[config.mk]
export PLATFORM = sky130hd
export DESIGN_NAME = ninebit_cmd_tx
export DESIGN_NICKNAME = d
export VERILOG_FILES = /design/src/rtl/ninebit_cmd_tx.sv
export SDC_FILE = /design/constraint.sdc
export NUM_CORES = 1
export LEC_CHECK = 0
export ABC_AREA = 1
export BUFFER_PORTS_ARGS = -buffer_cell sky130_fd_sc_hd__buf_4
export CORE_MARGIN = 4
export CORE_UTILIZATION = 57
export DETAILED_ROUTE_END_ITERATION = 6
export PLACE_DENSITY = 0.8
export SLEW_MARGIN = 20
export SYNTH_ARGS = -nofsm -noshare
export SYNTH_HDL_FRONTEND = slang
export SYNTH_SLANG_ARGS = --single-unit
[constraint.sdc]
create_clock -name clk -period 1.9 [get_ports clk]
set_input_delay 0.38 -clock clk [delete_from_list [all_inputs] [get_ports clk]]
set_output_delay 0.38 -clock clk [all_outputs]
set_load 0.1 [all_outputs]
[src/rtl/ninebit_cmd_tx.sv]
module ninebit_cmd_tx #(
  parameter int CLK_DIV = 4
) (
  input  logic        clk,
  input  logic        rst_n,
  input  logic        req_valid,
  input  logic [7:0]  req_addr,
  input  logic [15:0] req_data,
  input  logic [1:0]  req_len,
  output logic        busy,
  output logic        done,
  output logic        err,
  output logic        spi_csn,
  output logic        spi_sck,
  output logic        spi_mosi
);
  localparam int HALF = CLK_DIV / 2;
  localparam int CW   = (HALF > 1) ? $clog2(HALF) : 1;
  localparam int WB   = 9;
  localparam int SRW  = 3 * WB;
  localparam int LW   = $clog2(SRW + 1);

  typedef enum logic [2:0] {S_IDLE, S_LEAD, S_LOW, S_HIGH, S_TAIL} st_t;

  st_t            st;
  logic [CW-1:0]  cnt;
  logic [SRW-1:0] sr, sr_load;
  logic [LW-1:0]  left, left_load;
  logic           tick;

  assign tick     = (cnt == CW'(HALF - 1));
  assign busy     = (st != S_IDLE);
  assign spi_mosi = sr[SRW-1];

  always_comb begin
    case (req_len)
      2'd0: begin
        sr_load   = {1'b0, req_addr, 18'b0};
        left_load = LW'(WB);
      end
      2'd1: begin
        sr_load   = {1'b0, req_addr, 1'b1, req_data[7:0], 9'b0};
        left_load = LW'(2 * WB);
      end
      default: begin
        sr_load   = {1'b0, req_addr, 1'b1, req_data[15:8], 1'b1, req_data[7:0]};
        left_load = LW'(3 * WB);
      end
    endcase
  end

  always_ff @(posedge clk or negedge rst_n) begin
    if (!rst_n) begin
      st      <= S_IDLE;
      cnt     <= '0;
      sr      <= '0;
      left    <= '0;
      spi_csn <= 1'b1;
      spi_sck <= 1'b1;
      done    <= 1'b0;
      err     <= 1'b0;
    end else begin
      done <= 1'b0;
      err  <= req_valid && busy;
      if (st != S_IDLE)
        cnt <= tick ? '0 : cnt + 1'b1;
      case (st)
        S_IDLE: begin
          cnt <= '0;
          if (req_valid) begin
            sr      <= sr_load;
            left    <= left_load;
            spi_csn <= 1'b0;
            st      <= S_LEAD;
          end
        end
        S_LEAD: if (tick) begin
          spi_sck <= 1'b0;
          st      <= S_LOW;
        end
        S_LOW: if (tick) begin
          spi_sck <= 1'b1;
          st      <= S_HIGH;
        end
        S_HIGH: if (tick) begin
          left <= left - 1'b1;
          if (left == LW'(1)) begin
            st <= S_TAIL;
          end else begin
            sr      <= {sr[SRW-2:0], 1'b0};
            spi_sck <= 1'b0;
            st      <= S_LOW;
          end
        end
        S_TAIL: if (tick) begin
          spi_csn <= 1'b1;
          done    <= 1'b1;
          st      <= S_IDLE;
        end
        default: st <= S_IDLE;
      endcase
    end
  end
endmodule


==> flow_summary.json, run 1 <==
{
  "outcome": "finished clean",
  "seqPwrFrac": 0.343,
  "crit_start": "st[0]",
  "antenna_found_initial": 0,
  "syn_to_final_growth_pct": 15.45,
  "root_buffer": "clkbuf_8",
  "wl_met2_mm": 2.301,
  "crit_slowest_cell": "dfrtp_1",
  "synth_cell_type_count": 29,
  "dieArea_um2": 5194,
  "path_buf_inv": 1,
  "tightest_slew_ns": 0.4949,
  "numCtsBuffers": 5,
  "drtAntennaViolNets": 0,
  "drc": 0,
  "pre_cts_slack_ns": 0.2470,
  "placed_area_um2": 2575,
  "synth.cell_area_um2": 2340,
  "die_w_um": 72.07,
  "critPathMaxFanout": 7,
  "cts_hold_buffers": 0,
  "yosysWarnings": 0,
  "clkTransAtPathRegs_ns": 0.08,
  "h-tree-depth": 2,
  "swShare": 0.4648,
  "vias_per_cell": 5.205,
  "fin_nets": 390,
  "synthTopCellsByArea": "dfrtp_1 (41%), nand2_1 (26%), nand3_1 (9.0%)",
  "overflow": 0,
  "fin_crit_ns": 1.810,
  "cp-start-kind": "flip-flop",
  "max-slew-margin-rel": 0.6700,
  "cts_setup_buffers": 0,
  "p_int_mw": 2.304,
  "synth.top_cell.area_share": 0.4064,
  "synth-seq-cells": 40,
  "period_share": 0.9526,
  "gr-usage-all-layers": 0.2051,
  "die_h_um": 72.07,
  "max_freq_mhz": 552.5,
  "cts.path.max_buffers": 2,
  "p_comb_frac": 0.481,
  "peakVddDrop_mv": 0.6702,
  "crit_chain": "nor2_2, nand2_2, buf_4",
  "grt_pass1_wl_mm": 8.473,
  "worstPathRequired_ns": 1.52,
  "cp-end-kind": "primary output",
  "postLayoutCellArea_um2": 2701,
  "fin_setup_tns_ns": 0,
  "setup_slack_ns": 0.09012,
  "dr.pass1.iters": 5,
  "finalMaxSlewViolations": 0,
  "power_frac_clock": 0.176,
  "met1_length_mm": 2.174,
  "p_leak_nw": 1.534,
  "finClkSkew_ns": 0.01266,
  "dp_cells": 402,
  "cp_slowest_stage_delay_ns": 0.47,
  "clock-sinks": 40,
  "final_core_util": 0.6802,
  "cts_tree": "yes",
  "rows": 23,
  "path_class": "flip-flop to primary output",
  "synth_top_area_cell": "dfrtp_1",
  "initial_core_util": 0.5892,
  "maxCapViolCount": 0,
  "hold_path_class": "input pin to asynchronous set/reset pin",
  "synth_nets": 362,
  "power_density_nw_per_um2": 1594,
  "dpl.hpwl_mm": 3.372,
  "core-area_um2": 3971,
  "grt_pass1_vias": 1973,
  "yosysSeqAreaShare": 0.4289,
  "gp_congestion": 0.8182,
  "stdcell_count": 410,
  "critPathTopFamily": "flip-flops",
  "routed.top_layer": "met4",
  "post_cts_resize_count": 0,
  "avgRoutedWirePerCell_um": 11.77,
  "ios": 35,
  "via_count": 2134,
  "final_hold_viol_count": 0,
  "drt_iter0_drc": 127,
  "p_switching_mw": 2.001,
  "insertion_delay_ns": 0.30,
  "syn_area_per_cell_um2": 7.069,
  "syn_inst": 331,
  "setup_viol": 0,
  "io_buffers": 34,
  "rsz0062_at_grt": "false",
  "drive_above_1_share": 0.1917,
  "grt_max_degree": 41,
  "diodes": 0,
  "regToRegStartpoint": "st[0]",
  "dr_wl_met3_um": 297,
  "wl_mm": 4.827,
  "crit_arrival_ns": 1.43
}
[per-stage QoR]
step	hold WS, ns	power [mW]
floorplan	0.08441	3.232
global placement	0.3856	3.514
detailed placement	0.3813	3.558
CTS	0.05502	4.334
global route	0.08632	4.676
finish	0.04253	4.305
[power groups by stage]
stage          Clock [mW]  Combinational, mW  Sequential, mW
2_1_floorplan           0               1.67            1.56
3_3_place_gp            0               2.05            1.47
3_5_place_dp            0               2.08            1.48
4_1_cts             0.769               2.09            1.47
5_1_grt             0.798               2.36            1.52
6_report            0.757               2.07            1.48
[registers in the layout, summed over array words and instances, names as in the netlist]
register  count
left          5
spi_csn       1
spi_sck       1
err           1
st            3
done          1
sr           27
cnt           1
[final cells by class]
type / count / area, µm²
inverters: 18 / 67.56
clock buffers: 7 / 96.34
clock inverters: 1 / 30.03
repair buffers: 36 / 270.3
multi-input cells: 258 / 1171
well taps: 50 / 62.56
fillers: 354 / 1270
flip-flops and latches: 40 / 1003
[layout by cell type, fill, tap and decap left out, types with 2 or more instances in the layout]
master,instances
ha_1,2
nand2_2,14
nor2_1,14
inv_1,16
o21ai_0,8
nand2_8,2
a21oi_1,2
dfrtp_1,38
clkbuf_8,7
dfstp_2,2
buf_4,36
nand3_1,42
nand2_1,163
[cells in the mapped netlist, drive strengths merged]
cell type  number
nand2         180
nand3          44
dfrtp          38
inv            17
nor2           16
buf            13
o21ai           9
a21oi           2
clkbuf          2
dfstp           2
ha              2
clkinv          1
nand3b          1
nand4           1
nor3            1
o211ai          1
or2             1
[worst paths after layout]
kind | to | slack (ns) | cells past startpoint
max in group asynchronous | spi_sck | 1.49 | 1
hold / removal | done | 0.04 | 1
min in group clk | err | 0.34 | 3
setup / recovery | busy | 0.09 | 3
hold reg to reg | spi_csn | 0.46 | 2
setup reg to reg | sr[14] | 0.23 | 7
[layer usage]
layer / track usage / vias up
li1: - / 1087
met1: 0.2606 / 984
met2: 0.3498 / 58
met3: 0.04848 / 5
met4: 0.05637 / 0
met5: 0 / -
[cells by family (layout without fill, tap and decap cells)]
kind of cell | after synthesis | in the layout | synth area share
AO/OA/AOI/OAI | 12 | 12 | 0.02674
adder cells (fa/ha/maj) | 2 | 2 | 0.01069
buffers and inverters | 33 | 62 | 0.07165
flip-flops | 40 | 40 | 0.4289
AND/OR/NAND/NOR | 244 | 244 | 0.4620
Note: power is estimated with default switching activity, not from simulation.
==> run 2, diff against run 1 <==
--- a/config.mk
+++ b/config.mk
@@ -7,10 +7,10 @@
 export LEC_CHECK = 0
 export ABC_AREA = 1
 export BUFFER_PORTS_ARGS = -buffer_cell sky130_fd_sc_hd__buf_4
-export CORE_MARGIN = 4
 export CORE_UTILIZATION = 57
 export DETAILED_ROUTE_END_ITERATION = 6
 export PLACE_DENSITY = 0.8
+export SETUP_SLACK_MARGIN = 0.2
 export SLEW_MARGIN = 20
 export SYNTH_ARGS = -nofsm -noshare
 export SYNTH_HDL_FRONTEND = slang
==> run 2 against run 1 <==
  * Die area shrank 16%
  * Final area is essentially flat
  * Register-to-register slack gained 0.09 ns
  * Non-clock buffer count grew 1
  * Sequential share of layout area grew 0.058 points
==> flow_summary.json, run 2 (synthesized netlist as in run 1, its figures left out) <==
{
  "grt_pass1_vias": 2103,
  "swShare": 0.4920,
  "path_class": "flip-flop to primary output",
  "via_count": 2181,
  "max-slew-margin-rel": 0.6670,
  "h-tree-depth": 2,
  "met2_usage": 0.4592,
  "cp-start-kind": "flip-flop",
  "groute.layer.met3.usage": 0.07414,
  "crit_arrival_ns": 1.26,
  "final_hold_viol_count": 0,
  "syn_to_final_growth_pct": 15.56,
  "drt_iter0_drc": 204,
  "critPathTopFamily": "flip-flops",
  "path_buf_inv": 1,
  "crit_slowest_cell": "dfrtp_1",
  "p_leak_nw": 1.530,
  "p_comb_frac": 0.516,
  "layout_commonest_cell": "nand2_1",
  "die_h_um": 66.07,
  "outcome": "finished clean",
  "power_density_nw_per_um2": 1594,
  "numCtsBuffers": 5,
  "largest_reg_flops": 27,
  "initial_core_util": 0.6159,
  "period_share": 0.8629,
  "drive_above_1_share": 0.2017,
  "diodes": 0,
  "regMostFlops": "sr",
  "reg_top3": "sr (27), left (5), st (3)",
  "die_w_um": 66.07,
  "antenna_found_initial": 0,
  "final_core_util": 0.7118,
  "ios": 35,
  "worstPathRequired_ns": 1.52,
  "dieArea_um2": 4365,
  "clkTransAtPathRegs_ns": 0.08,
  "cp_slowest_stage_delay_ns": 0.47,
  "peakVddDrop_mv": 1.612,
  "use_met1": 0.3319,
  "overflow": 0,
  "fin_setup_tns_ns": 0,
  "io_buffers": 34,
  "cts.path.max_buffers": 2,
  "gr-usage-all-layers": 0.2736,
  "grt_max_degree": 41,
  "layout_common_cells": "nand2_1 (163), nand3_1 (42), dfrtp_1 (36), buf_4 (36), inv_1 (16)",
  "root_buffer": "clkbuf_8",
  "fin_crit_ns": 1.640,
  "drc": 0,
  "drtAntennaViolNets": 0,
  "hold_path_class": "input pin to asynchronous set/reset pin",
  "gp_congestion": 0.8290,
  "regToRegStartpoint": "left[1]",
  "core-area_um2": 3799,
  "cts_tree": "yes",
  "dpl.hpwl_mm": 3.323,
  "fin_nets": 392,
  "rsz0062_at_grt": "false",
  "finClkSkew_ns": 0.005538,
  "register_area_um2": 1006,
  "maxCapViolCount": 0,
  "pre_cts_slack_ns": 0.3036,
  "max_freq_mhz": 609.9,
  "rows": 22,
  "wl_mm": 5.296,
  "seqPwrFrac": 0.345,
  "setup_viol": 0,
  "grt_pass1_wl_mm": 9.087,
  "dr.pass1.iters": 4,
  "cp-end-kind": "primary output",
  "setup_slack_ns": 0.2604,
  "clock-sinks": 40,
  "tightest_slew_ns": 0.4994,
  "insertion_delay_ns": 0.30,
  "critPathMaxFanout": 6,
  "power_frac_clock": 0.139,
  "fillers": 323,
  "vias_per_cell": 5.320,
  "crit_chain": "nor2_4, nand2_2, buf_6",
  "crit_start": "st[1]",
  "grt_busiest_layer": "met2",
  "finalMaxSlewViolations": 0,
  "p_int_mw": 2.190,
  "placed_area_um2": 2572,
  "p_switching_mw": 2.121,
  "postLayoutCellArea_um2": 2704,
  "multiInputGateArea_um2": 1196,
  "cts_hold_buffers": 0,
  "avgRoutedWirePerCell_um": 12.92
}
-- run 2: changes by cell type in the layout (fill, tap and decap cells not counted), sizes merged --
cell	before	now
nand2	180	181
bufinv	1	0
clkbuf	7	6
buf	36	37
clkinv	1	3
-- run 2: repair_timing --
action / in CTS / in global routing
setup buffers: 0 / 1
resized for setup: 3 / 2
cloned: 0 / 1
pin swaps: 0 / 2
setup endpoints to repair: 1 / 25
-- run 2: final timing paths --
path,end,slack (ns),cells past startpoint
setup / recovery,busy,0.26,3
hold / removal,sr[26],0.05,1
setup reg to reg,sr[8],0.32,10
hold reg to reg,sr[3],0.48,2
max in group asynchronous,st[0],1.48,1
min in group clk,err,0.36,3
-- run 2: metal layers --
layer / wire (µm) / vias up
met2: 2521 / 93
met3: 332 / 11
met5: 0 / -
met1: 2342 / 989
met4: 99 / 0
li1: - / 1088
-- run 2: through the flow --
step | hold WS [ns] | cells | total power, mW
after floorplan | 0.08441 | 331 | 3.232
after global placement | 0.3854 | 400 | 3.506
after detailed placement | 0.3834 | 400 | 3.580
after CTS | 0.06391 | 408 | 4.213
after global routing | 0.07665 | 410 | 4.667
final | 0.05132 | 410 | 4.311
-- run 2: power groups by stage --
| stage | clock, mW | sequential [mW] | combinational, mW |
|---|---|---|---|
| 2_1_floorplan | 0 | 1.56 | 1.67 |
| 3_3_place_gp | 0 | 1.47 | 2.04 |
| 3_5_place_dp | 0 | 1.47 | 2.11 |
| 4_1_cts | 0.595 | 1.48 | 2.14 |
| 5_1_grt | 0.644 | 1.53 | 2.50 |
| 6_report | 0.597 | 1.49 | 2.23 |
-- run 2: final cells by class --
class,count,share of cell area
clock buffer,6,0.03054
clock inverter,2,0.003702
inverter,18,0.02499
multi-input combinational,259,0.4424
sequential,40,0.3720
tap,48,0.02221
timing repair buffer,37,0.1041
==> run 3, diff against run 2 <==
--- a/config.mk
+++ b/config.mk
@@ -6,8 +6,10 @@
 export NUM_CORES = 1
 export LEC_CHECK = 0
 export ABC_AREA = 1
-export BUFFER_PORTS_ARGS = -buffer_cell sky130_fd_sc_hd__buf_4
+export ABC_CLOCK_PERIOD_IN_PS = 1900
+export BUFFER_PORTS_ARGS = -buffer_cell sky130_fd_sc_hd__buf_2
 export CORE_UTILIZATION = 57
+export CTS_CLUSTER_SIZE = 40
 export DETAILED_ROUTE_END_ITERATION = 6
 export PLACE_DENSITY = 0.8
 export SETUP_SLACK_MARGIN = 0.2
==> run 3 against run 2 <==
  * Critical path depth unchanged
  * Via count grew 0.18%
  * Sequential cell count unchanged
  * Largest cell class unchanged
  * Global-route usage fell by 1.7 points
  * Combinational power grew 4%
  * Core utilization decreased by 0.23 points
  * Clock power grew 18%
==> flow_summary.json, run 3 (synthesized netlist as in run 1, its figures left out) <==
{
  "outcome": "finished clean",
  "drt_iter0_drc": 139,
  "total_power_mw": 4.503,
  "h-tree-depth": 2,
  "postLayoutCellArea_um2": 2695,
  "path_class": "flip-flop to primary output",
  "fillers": 328,
  "grt_pass1_wl_mm": 8.438,
  "power_density_nw_per_um2": 1671,
  "cts_setup_buffers": 0,
  "seqPwrFrac": 0.331,
  "finalMaxSlewViolations": 0,
  "regMostFlops": "sr",
  "hold_ws_ns": 0.1360,
  "drive_above_1_share": 0.2131,
  "dpl.hpwl_mm": 3.317,
  "fin_setup_tns_ns": 0,
  "syn_to_final_growth_pct": 15.19,
  "clock-sinks": 40,
  "hold_path_class": "input pin to asynchronous set/reset pin",
  "multiInputGateArea_um2": 1239,
  "p_switching_mw": 2.208,
  "peakVddDrop_mv": 1.457,
  "tightest_slew_ns": 0.5049,
  "antenna_found_initial": 0,
  "core-area_um2": 3799,
  "dp_cells": 402,
  "io_buffers": 34,
  "cts_tree": "yes",
  "die_w_um": 66.07,
  "final_hold_viol_count": 0,
  "grt_max_degree": 41,
  "setup_viol": 0,
  "max-slew-margin-rel": 0.6634,
  "largest_reg_flops": 27,
  "vias_per_cell": 5.278,
  "gp_congestion": 0.8439,
  "cp-end-kind": "primary output",
  "drtAntennaViolNets": 0,
  "p_leak_nw": 1.530,
  "ios": 35,
  "critPathMaxFanout": 6,
  "root_buffer": "clkbuf_8",
  "die_h_um": 66.07,
  "cp-start-kind": "flip-flop",
  "grt_pass1_vias": 1868,
  "layout_commonest_cell": "nand2_1",
  "groute.layer.met3.usage": 0.05345,
  "period_share": 0.8751,
  "fin_crit_ns": 1.663,
  "maxCapViolCount": 0,
  "initial_core_util": 0.6159,
  "crit_arrival_ns": 1.28,
  "cts_hold_buffers": 0,
  "gr-usage-all-layers": 0.2569,
  "worstPathRequired_ns": 1.52,
  "use_met1": 0.3478,
  "final_core_util": 0.7095,
  "drc": 0,
  "clkTransAtPathRegs_ns": 0.08,
  "pre_cts_slack_ns": 0.3087,
  "p_int_mw": 2.295,
  "grt_busiest_layer": "met2",
  "dr.pass1.iters": 4,
  "placed_area_um2": 2502,
  "setup_slack_ns": 0.2373,
  "overflow": 0,
  "fin_nets": 396,
  "insertion_delay_ns": 0.29,
  "dieArea_um2": 4365,
  "met2_usage": 0.4069,
  "wl_mm": 5.365,
  "power_frac_clock": 0.156,
  "register_area_um2": 1007,
  "via_count": 2185,
  "numCtsBuffers": 5,
  "diodes": 0,
  "avgRoutedWirePerCell_um": 12.96,
  "p_comb_frac": 0.513,
  "rsz0062_at_grt": "false",
  "layout_common_cells": "nand2_1 (163), nand3_1 (42), dfrtp_1 (35)",
  "rows": 22,
  "finClkSkew_ns": 0.004469,
  "cts.path.max_buffers": 2,
  "swShare": 0.4904,
  "reg_top3": "sr (27), left (5), st (3)",
  "max_freq_mhz": 601.4,
  "stdcell_count": 414
}
[run 3: layout make-up]
type,instances,area share
multi-input combinational,262,0.4596
sequential,40,0.3737
timing repair buffer,38,0.07799
clock buffer,5,0.02553
inverter,18,0.02507
tap,48,0.02228
clock inverter,3,0.01578
[run 3: metal layers]
| metal | wire length (µm) | part of all wire | up-vias |
|---|---|---|---|
| met5 | 0 | 0 | - |
| met3 | 286 | 0.053 | 5 |
| met1 | 2565 | 0.48 | 997 |
| met4 | 55 | 0.010 | 0 |
| li1 | - | - | 1109 |
| met2 | 2457 | 0.46 | 74 |
[run 3: power groups by stage]
stage	clock, mW	combinational (mW)	sequential, mW
3_3_place_gp	0	2.01	1.47
3_5_place_dp	0	2.06	1.48
5_1_grt	0.750	2.58	1.53
4_1_cts	0.714	2.09	1.48
2_1_floorplan	0	1.67	1.56
6_report	0.702	2.31	1.49
[run 3: worst paths after layout]
check                           startpoint      end  slack [ns]  cells after the start
worst max-delay path                 st[1]     busy        0.24                      3
worst max register to register     left[1]    sr[1]        0.33                     10
worst min register to register      sr[16]   sr[16]        0.49                      2
min in group clk                 req_valid      err        0.35                      3
worst min-delay path                 rst_n  left[3]        0.14                      2
max in group asynchronous            rst_n    st[1]        1.39                      2
[run 3: critical path, stage by stage, from the launching register on]
cell and delay [ns]:
dfrtp_2 0.48, nor2_4 0.20, nand2_2 0.11, buf_6 0.20
[run 3: repair_timing]
action                     in CTS  in global routing
setup endpoints to repair       1                 28
resized for setup               4                  5
pin swaps                       0                  4
gates cloned                    0                  4
